### src/rtl/dma_sense_pkg.sv
package dma_sense_pkg;
  typedef enum logic [2:0] {
    TS_IDLE = 3'd0,
    TS_T1   = 3'd1,
    TS_T2   = 3'd2,
    TS_TW   = 3'd3,
    TS_T3   = 3'd4
  } tstate_e;
endpackage

### src/rtl/dma_req_sync.sv
// Synchronizes the request pin and keeps a sticky flag for falling edges.
module dma_req_sync #(
  parameter int SYNC_STAGES = 2
) (
  input  logic clk,
  input  logic rst_n,
  input  logic req_n_async,
  input  logic flag_clr,
  output logic req_low,
  output logic fall_now,
  output logic fall_flag
);
  localparam int LAST = SYNC_STAGES;

  logic [LAST:0] chain;

  always_ff @(posedge clk or negedge rst_n) begin
    if (!rst_n) chain[0] <= 1'b1;
    else        chain[0] <= req_n_async;
  end

  for (genvar i = 1; i <= LAST; i++) begin : g_stage
    always_ff @(posedge clk or negedge rst_n) begin
      if (!rst_n) chain[i] <= 1'b1;
      else        chain[i] <= chain[i-1];
    end
  end

  assign req_low  = ~chain[LAST-1];
  assign fall_now = chain[LAST] & ~chain[LAST-1];

  // An edge that is consumed in the same cycle it appears is not kept.
  always_ff @(posedge clk or negedge rst_n) begin
    if (!rst_n) fall_flag <= 1'b0;
    else        fall_flag <= (fall_flag | fall_now) & ~flag_clr;
  end
endmodule

### src/rtl/dma_tseq.sv
// Steps through the T-states of one byte: a read cycle, then a write cycle.
module dma_tseq
  import dma_sense_pkg::*;
#(
  parameter int WAIT_W = 2
) (
  input  logic              clk,
  input  logic              rst_n,
  input  logic              start,
  input  logic              run_next,
  input  logic [WAIT_W-1:0] wait_cfg,
  output tstate_e           state,
  output logic              wr,
  output logic              sample_pt,
  output logic              done
);
  logic [WAIT_W-1:0] wq;
  logic [WAIT_W-1:0] wleft;

  always_ff @(posedge clk or negedge rst_n) begin
    if (!rst_n) begin
      state <= TS_IDLE;
      wr    <= 1'b0;
      wq    <= '0;
      wleft <= '0;
    end else begin
      unique case (state)
        TS_IDLE: if (start) begin
          state <= TS_T1;
          wr    <= 1'b0;
        end
        TS_T1: state <= TS_T2;
        TS_T2: if (wr && wq != '0) begin
          state <= TS_TW;
          wleft <= wq - 1'b1;
        end else begin
          state <= TS_T3;
        end
        TS_TW: if (wleft == '0) state <= TS_T3;
               else             wleft <= wleft - 1'b1;
        TS_T3: if (!wr) begin
          state <= TS_T1;
          wr    <= 1'b1;
          wq    <= wait_cfg;
        end else if (run_next) begin
          state <= TS_T1;
          wr    <= 1'b0;
        end else begin
          state <= TS_IDLE;
          wr    <= 1'b0;
        end
        default: state <= TS_IDLE;
      endcase
    end
  end

  assign sample_pt = wr && ((state == TS_T2 && wq == '0) ||
                            (state == TS_TW && wleft == '0));
  assign done      = wr && state == TS_T3;
endmodule

### src/rtl/dma_byte_counter.sv
module dma_byte_counter #(
  parameter int CNT_W = 16
) (
  input  logic             clk,
  input  logic             rst_n,
  input  logic             load,
  input  logic [CNT_W-1:0] load_val,
  input  logic             dec,
  output logic [CNT_W-1:0] count,
  output logic             is_zero
);
  always_ff @(posedge clk or negedge rst_n) begin
    if (!rst_n)   count <= '0;
    else if (load) count <= load_val;
    else if (dec)  count <= count - 1'b1;
  end

  assign is_zero = (count == '0);
endmodule

### src/rtl/dma_req_sense.sv
module dma_req_sense
  import dma_sense_pkg::*;
#(
  parameter int CNT_W       = 16,
  parameter int WAIT_W      = 2,
  parameter int SYNC_STAGES = 2
) (
  input  logic              clk,
  input  logic              rst_n,
  input  logic              edge_mode,
  input  logic              arm_start,
  input  logic              cnt_load,
  input  logic [CNT_W-1:0]  cnt_value,
  input  logic              dreq_n,
  input  logic [WAIT_W-1:0] wait_cfg,
  output logic              dma_owner,
  output logic [2:0]        tstate,
  output logic              write_phase,
  output logic              xfer_last,
  output logic [CNT_W-1:0]  byte_count
);
  logic    req_low, fall_now, fall_flag, flag_clr;
  logic    armed, keep_q, go, run_next, edge_take;
  logic    sample_pt, done, cnt_zero;
  tstate_e st;

  dma_req_sync #(.SYNC_STAGES(SYNC_STAGES)) u_sync (
    .clk        (clk),
    .rst_n      (rst_n),
    .req_n_async(dreq_n),
    .flag_clr   (flag_clr),
    .req_low    (req_low),
    .fall_now   (fall_now),
    .fall_flag  (fall_flag)
  );

  dma_tseq #(.WAIT_W(WAIT_W)) u_seq (
    .clk      (clk),
    .rst_n    (rst_n),
    .start    (go),
    .run_next (run_next),
    .wait_cfg (wait_cfg),
    .state    (st),
    .wr       (write_phase),
    .sample_pt(sample_pt),
    .done     (done)
  );

  dma_byte_counter #(.CNT_W(CNT_W)) u_cnt (
    .clk     (clk),
    .rst_n   (rst_n),
    .load    (cnt_load),
    .load_val(cnt_value),
    .dec     (done),
    .count   (byte_count),
    .is_zero (cnt_zero)
  );

  assign edge_take = fall_flag | fall_now;
  assign go        = armed && (st == TS_IDLE) && (edge_mode ? edge_take : req_low);
  assign flag_clr  = arm_start | sample_pt | (go & edge_mode);
  assign run_next  = keep_q && !cnt_zero;

  always_ff @(posedge clk or negedge rst_n) begin
    if (!rst_n)                armed <= 1'b0;
    else if (arm_start)        armed <= 1'b1;
    else if (done && cnt_zero) armed <= 1'b0;
  end

  always_ff @(posedge clk or negedge rst_n) begin
    if (!rst_n)         keep_q <= 1'b0;
    else if (sample_pt) keep_q <= edge_mode ? edge_take : req_low;
  end

  assign tstate    = st;
  assign dma_owner = (st != TS_IDLE);
  assign xfer_last = dma_owner && cnt_zero;
endmodule

### config.mk
export PLATFORM = sky130hd
export DESIGN_NAME = dma_req_sense
export DESIGN_NICKNAME = d
export VERILOG_FILES = /design/src/rtl/dma_sense_pkg.sv /design/src/rtl/dma_req_sync.sv /design/src/rtl/dma_tseq.sv /design/src/rtl/dma_byte_counter.sv /design/src/rtl/dma_req_sense.sv
export SDC_FILE = /design/constraint.sdc
export NUM_CORES = 1
export LEC_CHECK = 0
export ABC_AREA = 1
export CORE_ASPECT_RATIO = 0.9
export CORE_UTILIZATION = 56
export DETAILED_ROUTE_END_ITERATION = 6
export DONT_BUFFER_PORTS = 1
export HOLD_SLACK_MARGIN = 0.05
export MAX_ROUTING_LAYER = met4
export PLACE_DENSITY = 0.74
export SETUP_SLACK_MARGIN = 0.1
export SYNTH_ARGS = -nofsm -noshare
export SYNTH_HDL_FRONTEND = slang
export SYNTH_HIERARCHICAL = 1
export SYNTH_SLANG_ARGS = --single-unit
### constraint.sdc
create_clock -name clk -period 2 [get_ports clk]
set_clock_uncertainty 0.15 [all_clocks]
set_input_delay 0.1 -clock clk [delete_from_list [all_inputs] [get_ports clk]]
set_output_delay 0.1 -clock clk [all_outputs]
set_load 0.03 [all_outputs]
After elaboration in Yosys (flattened, before gate mapping)

Cells that the tools add are included.

Add/subtract/negate cells: 3
Equality and inequality tests: 8
Multiplexer cells: 17
Bitwise operators: 9
Reductions and logical operators: 26

Operators by type and width:

| kind                                                                    | number |
|---|---|
| 16-bit 2-to-1 mux                                                       | 2 |
| 16-bit logical NOT                                                      | 1 |
| 16-bit by 1-bit subtractor with 16-bit output, second input constant    | 1 |
| 3-bit one-hot mux with 5 select lines                                   | 1 |
| 3-bit 2-to-1 mux                                                        | 4 |
| 1-bit logical AND                                                       | 10 |
| 2-bit nonzero test                                                      | 5 |
| 3-bit by 2-bit == test with 1-bit output, second input constant         | 2 |
| 1-bit 2-to-1 mux                                                        | 6 |
| 2-bit AND reduction                                                     | 3 |
| 2-bit logical NOT                                                       | 2 |
| 2-bit 2-to-1 mux                                                        | 2 |
| 2-bit by 1-bit inequality test with 1-bit output, second input constant | 2 |
| 2-bit inequality test, second input constant                            | 2 |
| 2-bit one-hot mux with 2 select lines                                   | 1 |
| 2-bit by 1-bit subtractor with 2-bit output, second input constant      | 2 |
| 1-bit bitwise AND                                                       | 3 |
| 3-bit by 1-bit == test with 1-bit output, second input constant         | 1 |
| 3-bit == test, second input constant                                    | 1 |
| 3-bit logical NOT                                                       | 1 |
| 1-bit NOT                                                               | 3 |
| 1-bit OR                                                                | 3 |
| 3-bit AND reduction                                                     | 1 |
| 3-bit nonzero test                                                      | 1 |
| other kinds (3)                                                         | 3 |

Bits in registers: 30
Word-level logic and storage cells: 74

Depth between registers and ports, before layout

Gate-level depths: netlist (run 1).

Word-level depth: 9
Mapped depth: 11
Mapped depth without buffers: 11

Modules after synthesis

The synthesis (run 1) kept the hierarchy.

By module, submodules not included:

| module           | instances | cells each | area each (µm²) | sequential area each (µm²) |
|---|---|---|---|---|
| dma_byte_counter | 1         | 156        | 1093.5          | 400.4 |
| dma_tseq         | 1         | 67         | 466.7           | 200.2 |
| dma_req_sense    | 1         | 23         | 150.1           | 50.0 |
| dma_req_sync     | 1         | 9          | 130.1           | 103.8 |

Worst setup path after synthesis (run 1)

Ideal clock, no wire load.

Path kind: reg-to-reg
Start point: reg u_cnt.count[1]
End point: reg u_seq.state[0]
Setup time: 0.116 ns
Arrival time: 1.746 ns
Data required time: 1.734 ns
Slack: -0.012 ns
Stages on the path, launching flop included: 12
Buffers on the path: 0
Clock period less this slack: 2.012 ns
Cells stage by stage: dfrtp_1 -> inv_1 -> ha_1 -> nand3_2 -> nor2_8 -> nand4_1 -> nor2_1 -> nor2_1 -> nor3_1 -> o21ai_1 -> nand2_1 -> nand2_1

Longest elaborated chain between the ends: 6

Ends and longest elaborated chain:

| what                                  | line                   | RTL |
|---|---|---|
| from (decl)                           | dma_byte_counter.sv:9  | `output logic [CNT_W-1:0] count,` |
| from (signal assigned)                | dma_byte_counter.sv:14 | `else if (load) count <= load_val;` |
| from (signal assigned)                | dma_byte_counter.sv:15 | `else if (dec) count <= count - 1'b1;` |
| 16-bit logical NOT                    | dma_byte_counter.sv:18 | `assign is_zero = (count == '0);` |
| via cnt_zero                          | dma_req_sense.sv:24    | `logic sample_pt, done, cnt_zero;` |
| 1-bit logical NOT                     | dma_req_sense.sv:62    | `assign run_next = keep_q && !cnt_zero;` |
| 1-bit logical AND                     | dma_req_sense.sv:62    |  |
| via run_next                          | dma_req_sense.sv:23    | `logic armed, keep_q, go, run_next, edge_take;` |
| 1-bit 2-to-1 mux                      | dma_tseq.sv:45         | `end else if (run_next) begin` |
| 3-bit 2-to-1 mux                      | dma_tseq.sv:41         | `TS_T3: if (!wr) begin` |
| 3-bit one-hot mux with 5 select lines | dma_tseq.sv:27         | `unique case (state)` |
| to (signal assigned)                  | dma_tseq.sv:29         | `state <= TS_T1;` |
| to (signal assigned)                  | dma_tseq.sv:42         | `state <= TS_T1;` |
| to (signal assigned)                  | dma_tseq.sv:46         | `state <= TS_T1;` |
| to (decl)                             | dma_tseq.sv:12         | `output tstate_e state,` |

The timed path passes the listed nets, and every way through them passes these cells.
A chain may end at the register's enable or synchronous reset.

Worst setup path after layout (run 1)

Start point: reg u_cnt.count[1]
End point: out xfer_last

Longest elaborated chain between the ends: 2

Ends and longest elaborated chain:

| what               | line                   | RTL |
|---|---|---|
| 16-bit logical NOT | dma_byte_counter.sv:18 |  |
| via cnt_zero       | dma_req_sense.sv:24    |  |
| 1-bit logical AND  | dma_req_sense.sv:77    | `assign xfer_last = dma_owner && cnt_zero;` |
| to (decl)          | dma_req_sense.sv:19    | `output logic xfer_last,` |

The timed path passes the listed nets, and every way through them passes these cells.

==> impl_metrics.toml, run 1 <==
[status]
status = "complete, no violations"

[timing]
period_minus_slack_ns = 1.99
worst_pin_slew_ns = 0.791
finalSetupViolCount = 0
post-route-period-util = 0.994
slew_viol_final = 0
max_freq_ghz = 0.503
maxSlewHeadroom = 0.473
hold_viol_final = 0
rsz0062_at_grt = "true"
whs_ns = 0.0662
finalSetupTns_ns = 0

[power]
p_leak_nw = 1.22
comb_power_share = 0.474
ir_drop_v = 0.00121
p_int_w = 0.00141
p_sw_w = 0.00111
swShare = 0.439
power_frac_clock = 0.192
pwr-share-seq = 0.334
total_power_w = 0.00252
powerDensity_nw_per_um2 = 1020

[global_routing]
overflow = 0
grt_antenna_before_repair = 0
grt_max_degree = 31
grtUsageTotal = 0.326
grt_pass1_wl_um = 8420
first_global_vias = 1847

[worst_setup_path]
end_kind = "output port"
cp_num_buf_inv = 2
crit_path_top_delay_cell = "dfrtp_2"
path_cells = "inv_2 -> ha_4 -> nand3_4 -> nor2_8 -> nand4_1 -> nor2_1 -> buf_4 -> and2_4"
cp.arrival_ns = 1.74
crit_fanout = 2
cpLargestDelayFamily = "simple AND/OR/NAND/NOR gates"
critPathLaunchType = "flop"
slowest_delay_ns = 0.43
required_ns = 1.75
critPathKind = "flop to output port"

[layout]
drive_above_1_share = 0.227
num_antenna_cells = 0
area_growth_pct = 33.9
layout.nets = 337
nFillCells = 223

[drt]
vias = 1929
drc = 0
post_drt_wl_per_cell_um = 14.5
drtIter0Drc = 138
viasPerCell = 5.43
drt-total-wl_um = 5150
ant_nets = 0
drtPass1Iterations = 4

[place]
portBuffers = 0
hpwlAfterDp_um = 3270
gp_congestion = 0.875

[yosys]
synth_edf_count = 0
syn_nets = 280
syn_area_per_cell_um2 = 7.22
synthCells = 255
synth-adder-area-share = 0.00680
synthFlopType = "dfrtp_1"
yosysWarnings = 6
synth-xor-area-share = 0.00952
muxShareOfSynthArea = 0
yosys_register_bits = 30
synth_compound_area_frac = 0.116
synth_top_family_by_area = "simple AND/OR/NAND/NOR gates"
synthSimpleGateAreaFrac = 0.370
async_flop_share = 1.00
netlist_area_um2 = 1840
synthDistinctLibCells = 32
seq_area_frac_synth = 0.410

[die]
start_util = 0.596
boundaryPins = 46
fp.coreArea_um2 = 3090
die_x_um = 62.4
rows = 19
die_area_um2 = 3520
die_h_um = 56.4

[clocking]
cts_sinks = 30
cts_tree = "yes"
clkSlewWorstSetupHoldPaths_ns = 0.10
clk-insertion-delay-late_ns = 0.34
cts-root-buf = "clkbuf_4"
cts_buffer_depth = 2
h-tree-depth = 2
cts_buffers = 5

[run]
maxCapViolations = 0

[hold_path]
hold_class = "primary input to asynchronous set/reset pin"
-- metrics by stage --
step	cells	area (um^2)	utilization	setup slack, ns
final	355	2460	0.798	0.0118
after global routing	355	2460	0.798	-0.0862
after floorplan	255	1850	-	0.000546
after detailed placement	318	2060	0.667	0.100
after global placement	318	2060	0.667	0.183
after CTS	355	2450	0.794	-0.00245
-- worst register-to-register path, cell delays in order, from the launching register on --
cell and delay, ns:
dfrtp_1 0.40, nor2_2 0.17, inv_1 0.08, nor3_2 0.13, inv_1 0.12, nor2_4 0.27
inv_1 0.17, o221ai_1 0.21
-- layout by cell type (no fill, tap or decap), types with 5 or more instances in the layout --
master / n
a22oi_1: 6
buf_4: 29
inv_1: 32
nor2_1: 27
nand2_1: 70
dlygate4sd3_1: 22
o21ai_0: 6
dfrtp_1: 26
inv_2: 6
nand4_1: 6
nand2_2: 5
clkbuf_4: 5
nand3_1: 23
o21ai_1: 7
-- cells by family (layout without fill, tap and decap cells) --
family                   count (synthesis)  count (layout)
adder cells (fa/ha/maj)                  1               1
buffers and inverters                   41              99
AO/OA/AOI/OAI                           33              33
XOR/XNOR                                 2               2
flip-flops                              30              30
AND/OR/NAND/NOR                        148             148
-- power by group through the flow --
stage / Clock (W) / Combinational (W) / Sequential (W)
detailed placement: 0 / 0.00108 / 0.000847
finish: 0.000484 / 0.00119 / 0.000844
CTS: 0.000489 / 0.00118 / 0.000837
floorplan: 0 / 0.000614 / 0.00102
global placement: 0 / 0.00106 / 0.000845
global route: 0.000525 / 0.00131 / 0.000860
-- cell type report --
| class | instances | area, um^2 | area share |
|---|---|---|---|
| Multi-Input combinational cell | 184 | 966 | 0.392 |
| Sequential cell | 30 | 756 | 0.307 |
| Tap cell | 42 | 52.6 | 0.0213 |
| Inverter | 38 | 143 | 0.0579 |
| Clock buffer | 5 | 37.5 | 0.0152 |
| Timing Repair Buffer | 53 | 470 | 0.191 |
| Clock inverter | 3 | 40.0 | 0.0162 |
-- timing repair --
action                                 4_1_cts  5_1_grt
setup endpoints to repair                    2       15
pin swaps                                    2        2
gates cloned                                 0        0
endpoints found under the hold margin       52        0
hold buffers                                24        0
buffers inserted                             5        0
resized for setup                            7        4
-- per-layer routing --
metal,vias to the layer above,global-route usage,share of wire
li1,938,-,-
met1,883,0.413,0.43
met2,89,0.500,0.47
met3,19,0.0711,0.075
met4,0,0.150,0.027
met5,-,-,0
-- synthesized netlist by cell type (3+ instances only) --
| master | number | area (um^2) |
|---|---|---|
| o21ai_0 | 6 | 30.0 |
| inv_2 | 4 | 15.0 |
| inv_1 | 34 | 128 |
| nor2_4 | 3 | 33.8 |
| a22oi_1 | 6 | 45.0 |
| nor2_2 | 3 | 18.8 |
| a21oi_1 | 4 | 20.0 |
| nand2_2 | 4 | 25.0 |
| nor2_1 | 28 | 105 |
| dfrtp_1 | 27 | 676 |
| dfstp_2 | 3 | 78.8 |
| nand2_1 | 71 | 267 |
| nor3_1 | 4 | 20.0 |
| nand3_1 | 23 | 115 |
| nand4_1 | 6 | 37.5 |
| o21ai_1 | 7 | 35.0 |
-- flip-flops by register name (all words and copies together) (netlist names) --
signal	count
u_sync/fall_flag	1
armed	1
u_seq/state	3
u_seq/wleft	2
u_seq/wq	2
u_seq/wr	1
u_sync/chain	3
u_cnt/count	16
keep_q	1
-- path summary, 6_finish.rpt --
path                                            start                    endpoint  slack [ns]  depth (start not counted)
max                        u_cnt/count[1]$_DFFE_PN0P_                   xfer_last        0.01                          8
min                                             rst_n  u_cnt/count[7]$_DFFE_PN0P_        0.07                          2
max reg2reg                u_seq/state[1]$_DFFE_PN0P_  u_cnt/count[1]$_DFFE_PN0P_        0.21                          7
min reg2reg                 u_sync/chain[0]$_DFF_PN1_   u_sync/chain[1]$_DFF_PN1_        0.21                          0
max in group asynchronous                       rst_n   u_sync/chain[2]$_DFF_PN1_        1.39                          2
min in group clk                               dreq_n   u_sync/chain[0]$_DFF_PN1_        0.15                          1
(Power assumes the default switching activity.)
==> run 2, diff against run 1 <==
--- a/config.mk
+++ b/config.mk
@@ -16,5 +16,4 @@
 export SETUP_SLACK_MARGIN = 0.1
 export SYNTH_ARGS = -nofsm -noshare
 export SYNTH_HDL_FRONTEND = slang
-export SYNTH_HIERARCHICAL = 1
 export SYNTH_SLANG_ARGS = --single-unit
==> impl_metrics.toml, run 2 <==
[global_routing]
overflow = 0
grtUsageTotal = 0.308
first_global_vias = 1680
grt_pass1_wl_um = 7990
grt_antenna_before_repair = 0
grt_max_degree = 19

[drt]
post_drt_wl_per_cell_um = 14.2
drt-total-wl_um = 4950
drtIter0Drc = 230
vias = 1879
drc = 0
viasPerCell = 5.38
ant_nets = 0
drtPass1Iterations = 5

[timing]
worst_pin_slew_ns = 0.778
setup_slack_ns = -0.0244
finalSetupViolCount = 1
hold_viol_final = 0
maxSlewHeadroom = 0.480
slew_viol_final = 0
period_minus_slack_ns = 2.02
max_freq_ghz = 0.494
post-route-period-util = 1.01
rsz0062_at_grt = "true"

[layout]
top_register = "u_cnt.count"
area_growth_pct = 32.0
num_antenna_cells = 0
nFillCells = 233
layout.nets = 331
final_cell_mix = "74 x nand2_1, 28 x inv_1, 27 x nor2_1, 27 x dfrtp_1, 25 x buf_4"
seqCellArea_um2 = 754
reg.largest.list = "u_cnt.count: 16 flops, u_seq.state: 3 flops, u_sync.chain: 3 flops"
fin_cells = 349
largest_register_ffs = 16
multi_input_area_um2 = 973
drive_above_1_share = 0.218
final_common_cell = "nand2_1"
post-route-util = 0.784

[yosys]
synthCells = 252
ys_top_cells_by_area = "dfrtp_1 37%, nand2_1 16%, nand3_1 6.3%, inv_1 6.1%, nor2_1 5.9%"
netlist_area_um2 = 1840
syn_nets = 277
synth_top_area_cell = "dfrtp_1"
synth.most_common_cell = "nand2_1"
synth_common_cells = "76 x nand2_1, 30 x inv_1, 29 x nor2_1"
synthFlopType = "dfrtp_1"
yosys_register_bits = 30
syn_area_per_cell_um2 = 7.28
synth_edf_count = 0
synthDistinctLibCells = 34
async_flop_share = 1.00
yosysWarnings = 0
seq_area_frac_synth = 0.411
netlist.area_leader.share = 0.368

[power]
p_sw_w = 0.00103
p_leak_nw = 1.20
p_int_w = 0.00128
swShare = 0.446
ir_drop_v = 0.000549
comb_power_share = 0.440
powerDensity_nw_per_um2 = 955
power_frac_clock = 0.167
pwr-share-seq = 0.393

[status]
status = "finished with violations"
violations = "setup timing"

[clocking]
cts_buffers = 5
clkSlewWorstSetupHoldPaths_ns = 0.10
cts_tree = "yes"
cts_sinks = 30
clk-insertion-delay-late_ns = 0.33
cts-root-buf = "clkbuf_4"
cts_buffer_depth = 2
h-tree-depth = 2

[worst_setup_path]
path_depth = 8
path_cells = "inv_2 -> ha_4 -> nand2_4 -> nor2_4 -> nand2_4 -> nor3_4 -> nand4_1 -> nor2_4"
end_kind = "output port"
cpLargestDelayFamily = "simple AND/OR/NAND/NOR gates"
crit_fanout = 2
r2r_slack_ns = 0.20
crit_path_top_delay_cell = "dfrtp_1"
rr_worst_depth = 8
crit_end = "xfer_last"
r2r_start = "u_cnt.count[0]$_DFFE_PN0P_"
slowest_delay_ns = 0.42
cp.arrival_ns = 1.77
critPathKind = "flop to output port"
required_ns = 1.75
critPathLaunchType = "flop"
cp_num_buf_inv = 1
regToRegEndpoint = "armed$_DFFE_PN0P_"
crit_path_start = "u_cnt.count[0]$_DFFE_PN0P_"

[hold_path]
hold_class = "primary input to asynchronous set/reset pin"

[place]
portBuffers = 0
placedCellCount = 305
hpwlAfterDp_um = 2990
gp_congestion = 0.914

[run]
maxCapViolations = 0

[die]
die_x_um = 62.4
die_area_um2 = 3510
boundaryPins = 46
rows = 19
start_util = 0.594
fp.coreArea_um2 = 3090
die_h_um = 56.3
-- run 2: cell types whose count changed in the layout (fill, tap and decap cells not counted), moves of 3 or more --
cell,previous run,this run
buf_4,29,25
nand2_1,70,74
o211ai_1,1,5
a21oi_1,3,8
inv_1,32,28
a21oi_2,3,0
a22oi_1,6,0
nand2_2,5,2
nand2_4,0,3
-- run 2: per-layer routing --
metal	up-vias	routed length, um	track usage
met2	92	2330	0.454
met3	9	413	0.0691
met1	857	2130	0.430
met5	-	0	-
li1	921	-	-
met4	0	85	0.0831
-- run 2: cell families after synthesis --
logic type                 share of synthesized area
and+or+nand+nor                                0.387
buffers and inverters                         0.0818
AOI/OAI and AO/OA                              0.109
DFF                                            0.411
xor gates and xnor gates                     0.00477
adders and majority gates                    0.00682
-- run 2: layout make-up --
class,instances,area share
multi-input combinational,184,0.402
sequential,30,0.311
timing repair buffer,50,0.185
inverter,35,0.0553
clock buffer,7,0.0227
tap,42,0.0217
clock inverter,1,0.00207
-- run 2: power groups by stage --
stage	clock network, W	logic, W	registers [W]
3_3_place_gp	0	0.000849	0.000911
2_1_floorplan	0	0.000570	0.000997
6_report	0.000387	0.00102	0.000910
3_5_place_dp	0	0.000857	0.000915
5_1_grt	0.000419	0.00113	0.000925
4_1_cts	0.000391	0.000975	0.000906
-- run 2: worst min path at each step --
stage / startpoint / to / slack, ns / cells after the start
2_1_floorplan: rst_n / armed$_DFFE_PN0P_ / -0.35 / 0
3_3_place_gp: rst_n / u_seq.wleft[1]$_DFFE_PN0P_ / -0.34 / 0
3_5_place_dp: rst_n / u_seq.wq[0]$_DFFE_PN0P_ / -0.34 / 0
4_1_cts: cnt_load / u_cnt.count[5]$_DFFE_PN0P_ / 0.08 / 3
5_1_grt: rst_n / u_cnt.count[0]$_DFFE_PN0P_ / 0.06 / 2
6_report: rst_n / u_cnt.count[0]$_DFFE_PN0P_ / 0.04 / 2
-- run 2: stage by stage --
stage / setup slack, ns / setup TNS, ns / cell area, um^2 / total power (W) / hold WS, ns
after floorplan: 0.126 / 0 / 1840 / 0.00157 / -0.346
after global placement: 0.183 / 0 / 1980 / 0.00176 / -0.345
after detailed placement: 0.124 / 0 / 1980 / 0.00177 / -0.345
after CTS: -0.0753 / -0.0753 / 2410 / 0.00227 / 0.0841
after global routing: -0.0860 / -0.0860 / 2420 / 0.00247 / 0.0571
final: -0.0244 / -0.0244 / 2420 / 0.00231 / 0.0398
-- run 2: timing repair --
| item | in CTS | in global routing |
|---|---|---|
| endpoints found under the hold margin | 54 | 0 |
| buffers inserted | 9 | 2 |
| setup endpoints to repair | 1 | 19 |
| gates resized for setup | 8 | 2 |
| hold buffers | 26 | 0 |
| pin swaps | 5 | 4 |
